==> config.mk <==
export PLATFORM = sky130hd
export DESIGN_NAME = lpc_target_engine
export DESIGN_NICKNAME = d
export VERILOG_FILES = /design/src/rtl/lpc_tgt_pkg.sv /design/src/rtl/lpc_cmd_decode.sv /design/src/rtl/lpc_win_check.sv /design/src/rtl/lpc_lad_driver.sv /design/src/rtl/lpc_target_engine.sv
export SDC_FILE = /design/constraint.sdc
export NUM_CORES = 1
export LEC_CHECK = 0
export BUFFER_PORTS_ARGS = -buffer_cell sky130_fd_sc_hd__buf_2
export CAP_MARGIN = 20
export CELL_PAD_IN_SITES_DETAIL_PLACEMENT = 1
export CELL_PAD_IN_SITES_GLOBAL_PLACEMENT = 1
export CORE_ASPECT_RATIO = 1.4
export CORE_MARGIN = 3
export CORE_UTILIZATION = 41
export CTS_CLUSTER_DIAMETER = 80
export DETAILED_ROUTE_END_ITERATION = 12
export GPL_TIMING_DRIVEN = 0
export PLACE_DENSITY = 0.84
export SYNTH_ARGS = -nofsm -noshare
export SYNTH_HDL_FRONTEND = slang
export SYNTH_SLANG_ARGS = --single-unit
==> constraint.sdc <==
create_clock -name clk -period 2.2 [get_ports clk]
set_clock_uncertainty 0.1 [all_clocks]
set_input_delay 0.33 -clock clk [delete_from_list [all_inputs] [get_ports clk]]
set_output_delay 0.33 -clock clk [all_outputs]
set_load 0.05 [all_outputs]
==> src/rtl/lpc_tgt_pkg.sv <==
package lpc_tgt_pkg;
    localparam int NIB_W    = 4;
    localparam int ADDR_W   = 32;
    localparam int DATA_W   = 8;
    localparam int IO_NIBS  = 4;
    localparam int MEM_NIBS = 8;

    localparam logic [NIB_W-1:0] NIB_START = 4'b0000;
    localparam logic [NIB_W-1:0] NIB_WAIT  = 4'b0101;
    localparam logic [NIB_W-1:0] NIB_READY = 4'b0000;
    localparam logic [NIB_W-1:0] NIB_IDLE  = 4'b1111;

    typedef enum logic [3:0] {
        ST_IDLE,
        ST_CTYPE,
        ST_ADDR,
        ST_CHAN,
        ST_SIZE,
        ST_WDATA,
        ST_TAR_IN,
        ST_SYNC,
        ST_RDATA,
        ST_TAR_OUT
    } lpc_state_e;

    typedef enum logic [1:0] {
        SP_IO  = 2'b00,
        SP_MEM = 2'b01,
        SP_DMA = 2'b10
    } lpc_space_e;
endpackage

==> src/rtl/lpc_cmd_decode.sv <==
module lpc_cmd_decode
    import lpc_tgt_pkg::*;
(
    input  logic [NIB_W-1:0] ctype,
    output logic             ok,
    output lpc_space_e       space,
    output logic             host_data
);
    // bit 0 of the type nibble is don't-care
    always_comb begin
        ok        = 1'b1;
        space     = SP_IO;
        host_data = 1'b0;
        unique case (ctype[3:1])
            3'b000: begin space = SP_IO;  host_data = 1'b0; end
            3'b001: begin space = SP_IO;  host_data = 1'b1; end
            3'b010: begin space = SP_MEM; host_data = 1'b0; end
            3'b011: begin space = SP_MEM; host_data = 1'b1; end
            3'b100: begin space = SP_DMA; host_data = 1'b1; end
            3'b101: begin space = SP_DMA; host_data = 1'b0; end
            default: ok = 1'b0;
        endcase
    end
endmodule

==> src/rtl/lpc_win_check.sv <==
module lpc_win_check
    import lpc_tgt_pkg::*;
#(
    parameter logic [ADDR_W-1:0] WIN_BASE = 32'hFFF0_0000,
    parameter logic [ADDR_W-1:0] WIN_SIZE = 32'h0010_0000
) (
    input  logic [ADDR_W-1:0] addr,
    output logic              hit
);
    generate
        if (WIN_SIZE == '0) begin : g_empty
            assign hit = 1'b0;
        end else begin : g_range
            logic [ADDR_W-1:0] offset;
            assign offset = addr - WIN_BASE;
            assign hit    = (addr >= WIN_BASE) && (offset < WIN_SIZE);
        end
    endgenerate
endmodule

==> src/rtl/lpc_lad_driver.sv <==
module lpc_lad_driver
    import lpc_tgt_pkg::*;
(
    input  lpc_state_e        st,
    input  logic              half,
    input  logic              ready,
    input  logic [DATA_W-1:0] data,
    output logic [NIB_W-1:0]  lad_out,
    output logic              lad_oe
);
    always_comb begin
        lad_out = NIB_IDLE;
        lad_oe  = 1'b0;
        unique case (st)
            ST_SYNC: begin
                lad_oe  = 1'b1;
                lad_out = ready ? NIB_READY : NIB_WAIT;
            end
            ST_RDATA: begin
                lad_oe  = 1'b1;
                lad_out = half ? data[7:4] : data[3:0];
            end
            ST_TAR_OUT: begin
                lad_oe  = !half;
                lad_out = NIB_IDLE;
            end
            default: ;
        endcase
    end
endmodule

==> src/rtl/lpc_target_engine.sv <==
module lpc_target_engine
    import lpc_tgt_pkg::*;
#(
    parameter int                WAIT_CYC = 2,
    parameter logic [ADDR_W-1:0] WIN_BASE = 32'hFFF0_0000,
    parameter logic [ADDR_W-1:0] WIN_SIZE = 32'h0010_0000
) (
    input  logic              clk,
    input  logic              rst_n,
    input  logic              lframe_n,
    input  logic [NIB_W-1:0]  lad_in,
    output logic [NIB_W-1:0]  lad_out,
    output logic              lad_oe,
    output logic [ADDR_W-1:0] reg_addr,
    output logic [1:0]        reg_space,
    output logic [DATA_W-1:0] reg_wdata,
    output logic              reg_wr,
    output logic              reg_rd,
    input  logic [DATA_W-1:0] reg_rdata
);
    localparam int WCW = (WAIT_CYC < 1) ? 1 : $clog2(WAIT_CYC + 1);
    localparam logic [2:0] IO_LAST  = 3'(IO_NIBS - 1);
    localparam logic [2:0] MEM_LAST = 3'(MEM_NIBS - 1);

    typedef struct packed {
        lpc_state_e        st;
        lpc_space_e        space;
        logic              host_data;
        logic [2:0]        cnt;
        logic [WCW-1:0]    wcnt;
        logic [ADDR_W-1:0] addr;
        logic [DATA_W-1:0] data;
        logic              wr_stb;
        logic              rd_stb;
    } eng_t;

    eng_t q, d;

    logic              dec_ok;
    lpc_space_e        dec_space;
    logic              dec_host;
    logic [ADDR_W-1:0] addr_shift;
    logic              win_hit;
    logic              sync_ready;
    logic [2:0]        last_nib;

    assign addr_shift = {q.addr[ADDR_W-NIB_W-1:0], lad_in};
    assign sync_ready = (q.wcnt == WCW'(WAIT_CYC));
    assign last_nib   = (q.space == SP_MEM) ? MEM_LAST : IO_LAST;

    lpc_cmd_decode u_dec (
        .ctype     (lad_in),
        .ok        (dec_ok),
        .space     (dec_space),
        .host_data (dec_host)
    );

    lpc_win_check #(
        .WIN_BASE (WIN_BASE),
        .WIN_SIZE (WIN_SIZE)
    ) u_win (
        .addr (addr_shift),
        .hit  (win_hit)
    );

    lpc_lad_driver u_drv (
        .st      (q.st),
        .half    (q.cnt[0]),
        .ready   (sync_ready),
        .data    (q.data),
        .lad_out (lad_out),
        .lad_oe  (lad_oe)
    );

    always_comb begin
        d        = q;
        d.wr_stb = 1'b0;
        d.rd_stb = 1'b0;
        if (!lframe_n) begin
            // framing strobe wins over any phase: restart or drop
            d.st = (lad_in == NIB_START) ? ST_CTYPE : ST_IDLE;
        end else begin
            unique case (q.st)
                ST_IDLE: ;
                ST_CTYPE: begin
                    if (dec_ok) begin
                        d.space     = dec_space;
                        d.host_data = dec_host;
                        d.cnt       = '0;
                        d.addr      = '0;
                        d.st        = (dec_space == SP_DMA) ? ST_CHAN : ST_ADDR;
                    end else begin
                        d.st = ST_IDLE;
                    end
                end
                ST_ADDR: begin
                    d.addr = addr_shift;
                    d.cnt  = q.cnt + 3'd1;
                    if (q.cnt == last_nib) begin
                        d.cnt = '0;
                        if (q.space == SP_MEM && !win_hit)
                            d.st = ST_IDLE;
                        else
                            d.st = q.host_data ? ST_WDATA : ST_TAR_IN;
                    end
                end
                ST_CHAN: begin
                    d.addr = {{(ADDR_W-NIB_W){1'b0}}, lad_in};
                    d.st   = ST_SIZE;
                end
                ST_SIZE: begin
                    d.cnt = '0;
                    if (lad_in[1:0] == 2'b00)
                        d.st = q.host_data ? ST_WDATA : ST_TAR_IN;
                    else
                        d.st = ST_IDLE;
                end
                ST_WDATA: begin
                    if (!q.cnt[0]) begin
                        d.data[3:0] = lad_in;
                        d.cnt       = 3'd1;
                    end else begin
                        d.data[7:4] = lad_in;
                        d.cnt       = '0;
                        d.st        = ST_TAR_IN;
                    end
                end
                ST_TAR_IN: begin
                    if (!q.cnt[0]) begin
                        d.cnt = 3'd1;
                    end else begin
                        d.cnt    = '0;
                        d.wcnt   = '0;
                        d.st     = ST_SYNC;
                        d.wr_stb = q.host_data;
                        d.rd_stb = !q.host_data;
                    end
                end
                ST_SYNC: begin
                    if (q.rd_stb)
                        d.data = reg_rdata;
                    if (sync_ready) begin
                        d.cnt = '0;
                        d.st  = q.host_data ? ST_TAR_OUT : ST_RDATA;
                    end else begin
                        d.wcnt = q.wcnt + WCW'(1);
                    end
                end
                ST_RDATA: begin
                    if (!q.cnt[0]) begin
                        d.cnt = 3'd1;
                    end else begin
                        d.cnt = '0;
                        d.st  = ST_TAR_OUT;
                    end
                end
                ST_TAR_OUT: begin
                    if (!q.cnt[0]) begin
                        d.cnt = 3'd1;
                    end else begin
                        d.cnt = '0;
                        d.st  = ST_IDLE;
                    end
                end
                default: d.st = ST_IDLE;
            endcase
        end
    end

    always_ff @(posedge clk or negedge rst_n) begin
        if (!rst_n) begin
            q.st        <= ST_IDLE;
            q.space     <= SP_IO;
            q.host_data <= 1'b0;
            q.cnt       <= '0;
            q.wcnt      <= '0;
            q.addr      <= '0;
            q.data      <= '0;
            q.wr_stb    <= 1'b0;
            q.rd_stb    <= 1'b0;
        end else begin
            q <= d;
        end
    end

    assign reg_addr  = q.addr;
    assign reg_space = q.space;
    assign reg_wdata = q.data;
    assign reg_wr    = q.wr_stb;
    assign reg_rd    = q.rd_stb;
endmodule

== Yosys cells after proc, flatten, opt, wreduce, memory -nomap -nowiden ==
Cells that the tools add are included.
Word-level totals
  bits in read-only memories: 0
  memories kept: 0
  bits of input ports: 15
  flip-flop bits (word level): 54
  output and inout port bits: 49
  bits in latches: 0
  bits in writable memories: 0
  logic and storage cells: 113
Cells by class
  shift operators: 0
  reductions and logical operators: 26
  div/mod/pow operators: 0
  $add $sub $neg: 3
  mux-type cells: 40
  bitwise logic cells: 0
  $lt $le $gt $ge: 2
  equality and inequality tests: 32
  $mul: 0
Operators with widths (count)
  $pmux 32 s3: 1
  $mux 4: 10
  $pmux 4 s10: 1
  $ge 32x32->1 const B: 1
  $lt 32x21->1 const B: 1
  $mux 32: 1
  $sub 32x32->32 const B: 1
  $mux 3: 7
  $eq 4x3->1 const B: 4
  $pmux 8 s2: 1
  $reduce_and 4->1: 4
  $ne 3x3->1 const B: 5
  $pmux 3 s5: 1
  $mux 2: 7
  $ne 2x2->1 const B: 7
  $eq 4x2->1 const B: 2
  $eq 4x4->1 const B: 2
  $logic_not 4->1: 2
  $mux 8: 1
  $pmux 2 s2: 2
  $pmux 4 s2: 1
  $reduce_and 7->1: 1
  $eq 3x2->1 const B: 2
  $eq 3x3->1 const B: 2
  23 further kinds: 36

== Logic depth before layout (Yosys ltp) ==
  depth after elaboration: 9
  depth in mapped cells: 7
  depth with buffers taken out: 7

== By module ==
From an unflattened synthesis, not the netlist that was laid out.
Second synthesis, totals
  cell total of the unflattened synthesis: 357
  area total of the unflattened synthesis: 3159.3 um^2
By module, submodules not included
  lpc_target_engine: times used 1, area each 2960.3 um^2, cells each 334, sequential area each 1351.3 um^2
  lpc_lad_driver: times used 1, area each 128.9 um^2, cells each 14, sequential area each 0.0 um^2
  lpc_cmd_decode: times used 1, area each 41.3 um^2, cells each 5, sequential area each 0.0 um^2
  lpc_win_check: times used 1, area each 28.8 um^2, cells each 4, sequential area each 0.0 um^2

== Least setup slack after synthesis ==
OpenSTA, ideal clock, no wires.
  path type: reg-to-output
  from: register q[50] (netlist name)
  to: output lad_out[0]
  cell stages (with the launch flop): 5
  path slack: -0.255 ns
  buffers on the path: 1
  arrival time: 2.025 ns
  data required time: 1.770 ns
  cell sequence: dfrtp_1 buf_6 nor3_4 nand2_1 o21ai_0
Between the ends
  cells in the longest elaborated chain, start to end: 2
  elaborated cells between the ends (all ways): 3
  those cells by class: eq/ne: 2; mux: 1
RTL lines
  $eq 4x4->1 / $eq 4x3->1 (equally long branches): RTL line lpc_lad_driver.sv:14  | unique case (st)
  $pmux 4 s2 *: RTL line lpc_lad_driver.sv:14
  end, declared: RTL line lpc_target_engine.sv:12  | output logic [NIB_W-1:0] lad_out,
Every way passes the cells marked *; elsewhere a longest branch is shown, timed or not.

== Worst setup path in the final report ==
  from: register q[51] (netlist name)
  to: output lad_out[2]
Between the ends
  cells in the longest elaborated chain, start to end: 2
  elaborated cells between the ends (all ways): 3
  those cells by class: eq/ne: 2; mux: 1
RTL lines (RTL line)
  $eq 4x4->1 / $eq 4x3->1 (equally long branches): lpc_lad_driver.sv:14
  $pmux 4 s2 *: lpc_lad_driver.sv:14
Marks and branches as above.

==> summary.txt <==
GRT
  • Number of antenna violations at the first check in global routing: 0
  • Vias in the first global route: 2934
  • Pin count of the biggest net entering global routing: 41
  • Congestion Overflow GR: 0
  • Total track usage: 0.214
  • First-pass GRT wire length: roughly 15000 um

STA
  • Max-slew violations: 0
  • Slew HR: 0.640
  • F_max: 0.445 GHz
  • Fin crit period: between 2 and 2.5 ns
  • Fin Setup TNS: -0.0902 ns
  • Hold Vio Cnt, Final: 0
  • RSZ-0062 raised after global routing: yes
  • Fin worst setup slack: -0.0462 ns
  • Setup violators final: 2
  • Final worst path period share: 1.02
  • Slew of the pin with the lowest slew margin: 0.540 ns

Min path
  • HP Start: lad_in[0]
  • Hold Path Depth: 3
  • Hold Path End: reg_addr[0]
  • Hold crit path type: input pin to flip-flop

Floorplanning
  • Core area: 0.00741 mm2
  • Die Height: 110 um
  • Die width: 80.1 um
  • Row cnt: 37
  • Die area: 0.00878 mm2
  • Initial Util: 0.425
  • I/O Pins: 64

Placed design
  • Pre-CTS setup slack: 0.00330 ns
  • Port Buffers: 61
  • RePlAce Congestion: 0.910
  • Area after DPL: 0.00360 mm2
  • Post-DP HPWL: around 6300 um

Setup path
  • Reg2Reg Setup Slack: about 0.09 ns
  • CP arrival: 1.82 ns
  • FF-to-FF path depth: 7
  • CP required: 1.77 ns
  • CP max stage delay: about 0.48 ns
  • Worst R2R Start: q[51]
  • Crit Path Category: flip-flop to output pin
  • CP Cell Sequence: buf_6, nor4b_4, nor2_2, nor2_2, o21ai_2, buf_6
  • Worst-path cell with the longest stage delay: dfrtp_2
  • Worst Path Max Fanout: 5
  • CP endpoint kind: output pin
  • CP Launch Type: flip-flop
  • Critical R2R Capture: q[50]

Detailed routing
  • DRC violations left: 0
  • Initial DRT Pass Iterations: 4
  • Final ANT Viol Nets: 0
  • Vias/cell: between 5 and 6
  • Iter 0 DRT Violations: 84
  • Avg WL per Cell: 16.6 um
  • Final WL: 8890 um
  • Vias: between 2000 and 3000

Synth
  • Mapped Cells: 356
  • Yosys warns: 0
  • Top_reg_cell synth: dfrtp_1
  • Mapped Area: 0.00315 mm2
  • #FFs+latches synth: 54
  • Seq/Total Area, Yosys: 0.429
  • Number of synthesized flops with an enable pin: 0
  • Avg Inst Size Synth: 8.84 um2
  • Async S/R FF share, synth: 1.00
  • Netlist cell types: 50
  • Syn Nets: 373

Pwr
  • Standby leakage power: 1.90 nW
  • Worst vdd ir: 0.265 mV
  • Pwr/cell area: between 400 and 500 mW/mm2
  • Clock share of power: 0.355
  • Combinational share of power: 0.055
  • Total power draw: around 0.0017 W
  • Psw: 0.000413 W
  • Internal power: between 0.001 and 0.0015 W
  • Switching share of total power: 0.244
  • Sequential Power Share: 0.590

CTS
  • Clock tree buffer depth: 2
  • CTS H-Tree Depth: 2
  • Clock Latency Late Sink: 0.32 ns
  • CTS tree: yes
  • Clock transition at the registers of the reported paths: roughly 0.10 ns
  • TritonCTS buffer count: 5
  • CTS sink cnt: 54
  • Root buffer cell: clkbuf_8

Layout
  • Layout fillers: 913
  • Antenna Diode Count: 0
  • Final Instance Area: roughly 0.004 mm2
  • Leading cell type in the layout, fill and taps excluded: nand2_1
  • Layout cell share with drive strength beyond 1: 0.377
  • Area grow syn2layout: 23.7%
  • Most frequent cells in the layout: nand2_1 (79), buf_2 (61), buf_4 (55)
  • Final core occ: 0.526
  • Final #Nets: 454

Run
  • Max-cap violations: 0

Outcome
  • Outcome: finished, violations left
  • Failing checks: setup timing
synth_stat cells, types with 2 or more instances:
cell	n	area [um2]
a21o_1	3	22.5
a21oi_1	22	110
a22oi_1	3	22.5
and4b_1	2	20.0
buf_2	6	30.0
buf_4	44	330
buf_6	5	56.3
clkbuf_1	8	30.0
dfrtp_1	54	1350
ha_1	2	25.0
inv_1	7	26.3
mux2i_1	7	70.1
nand2_1	79	297
nand2b_1	3	18.8
nand3_1	6	30.0
nand4_1	8	50.1
nor2_1	22	82.6
nor2_2	2	12.5
nor2b_1	7	43.8
nor3_1	2	10.0
o21ai_0	26	130
o21ai_1	9	45.0
o2bb2ai_1	2	17.5
kinds of logic after synthesis:
family	Yosys count	share of synthesized area
buffers and inverters	70	0.150
AO/OA/AOI/OAI	79	0.159
multiplexers	9	0.0306
AND/OR/NAND/NOR	140	0.217
XOR/XNOR	2	0.00557
adder cells (fa/ha/maj)	2	0.00795
flip-flops	54	0.429
power by group through the flow:
stage | sequential (W) | combinational [W] | clock, W
after floorplan | 0.00102 | 0.0000401 | 0
after global placement | 0.00102 | 0.0000843 | 0
after detailed placement | 0.00102 | 0.0000920 | 0
after CTS | 0.000998 | 0.0000942 | 0.000619
after global routing | 0.000999 | 0.000105 | 0.000663
final | 0.000998 | 0.0000938 | 0.000600
how the worst max path moves through the flow:
stage | startpoint | to | slack, ns | depth (start not counted)
4_1_cts | q[51] | lad_out[0] | 0.003 | 7
2_1_floorplan | q[50] | lad_out[0] | -0.26 | 4
6_report | q[51] | lad_out[2] | -0.05 | 6
3_3_place_gp | q[51] | lad_oe | -0.03 | 6
3_5_place_dp | q[51] | lad_oe | 0.003 | 6
5_1_grt | q[51] | lad_out[2] | -0.10 | 6
critical path, delay by kind of cell (launching register included):
kind / cells / cell delay, ns
simple gates: 3 / 0.60
compound gates: 1 / 0.09
buf+inv: 2 / 0.32
flops: 1 / 0.48
flip-flops by register name (all words and copies together) (netlist names):
signal,flops
reg_space,2
reg_wdata,8
reg_wr,1
reg_addr,32
q,10
reg_rd,1
area by class of cell:
cell class                 instances  area, um2  area share
sequential                        54       1360       0.348
inverter                           7       26.3     0.00675
tap                               97        121      0.0312
timing repair buffer              75        469       0.121
clock buffer                       6       82.6      0.0212
multi-input combinational        232       1380       0.353
clock inverter                     2       12.5     0.00321
buffer                            62        452       0.116
stage by stage:
stage          instances  hold WS, ns
6_report             535        0.188
5_1_grt              535        0.180
4_1_cts              532        0.175
3_5_place_dp         515        0.179
3_3_place_gp         514        0.367
2_1_floorplan        356      -0.0656
timing repair:
| action | CTS | global route |
|---|---|---|
| pin swaps | 2 | 4 |
| setup buffers | 8 | 4 |
| gates resized for setup | 18 | 16 |
| setup endpoints to repair | 5 | 11 |
| hold endpoints to repair | 14 | 0 |
| hold buffers | 1 | 0 |
routing by layer:
| metal | vias to the layer above | share of wire | track usage |
|---|---|---|---|
| li1 | 1328 | - | - |
| met1 | 1395 | 0.40 | 0.250 |
| met2 | 69 | 0.54 | 0.389 |
| met3 | 19 | 0.035 | 0.0320 |
| met4 | 0 | 0.026 | 0.0809 |
| met5 | - | 0 | 0 |
Note: power is estimated with default switching activity, not from simulation.
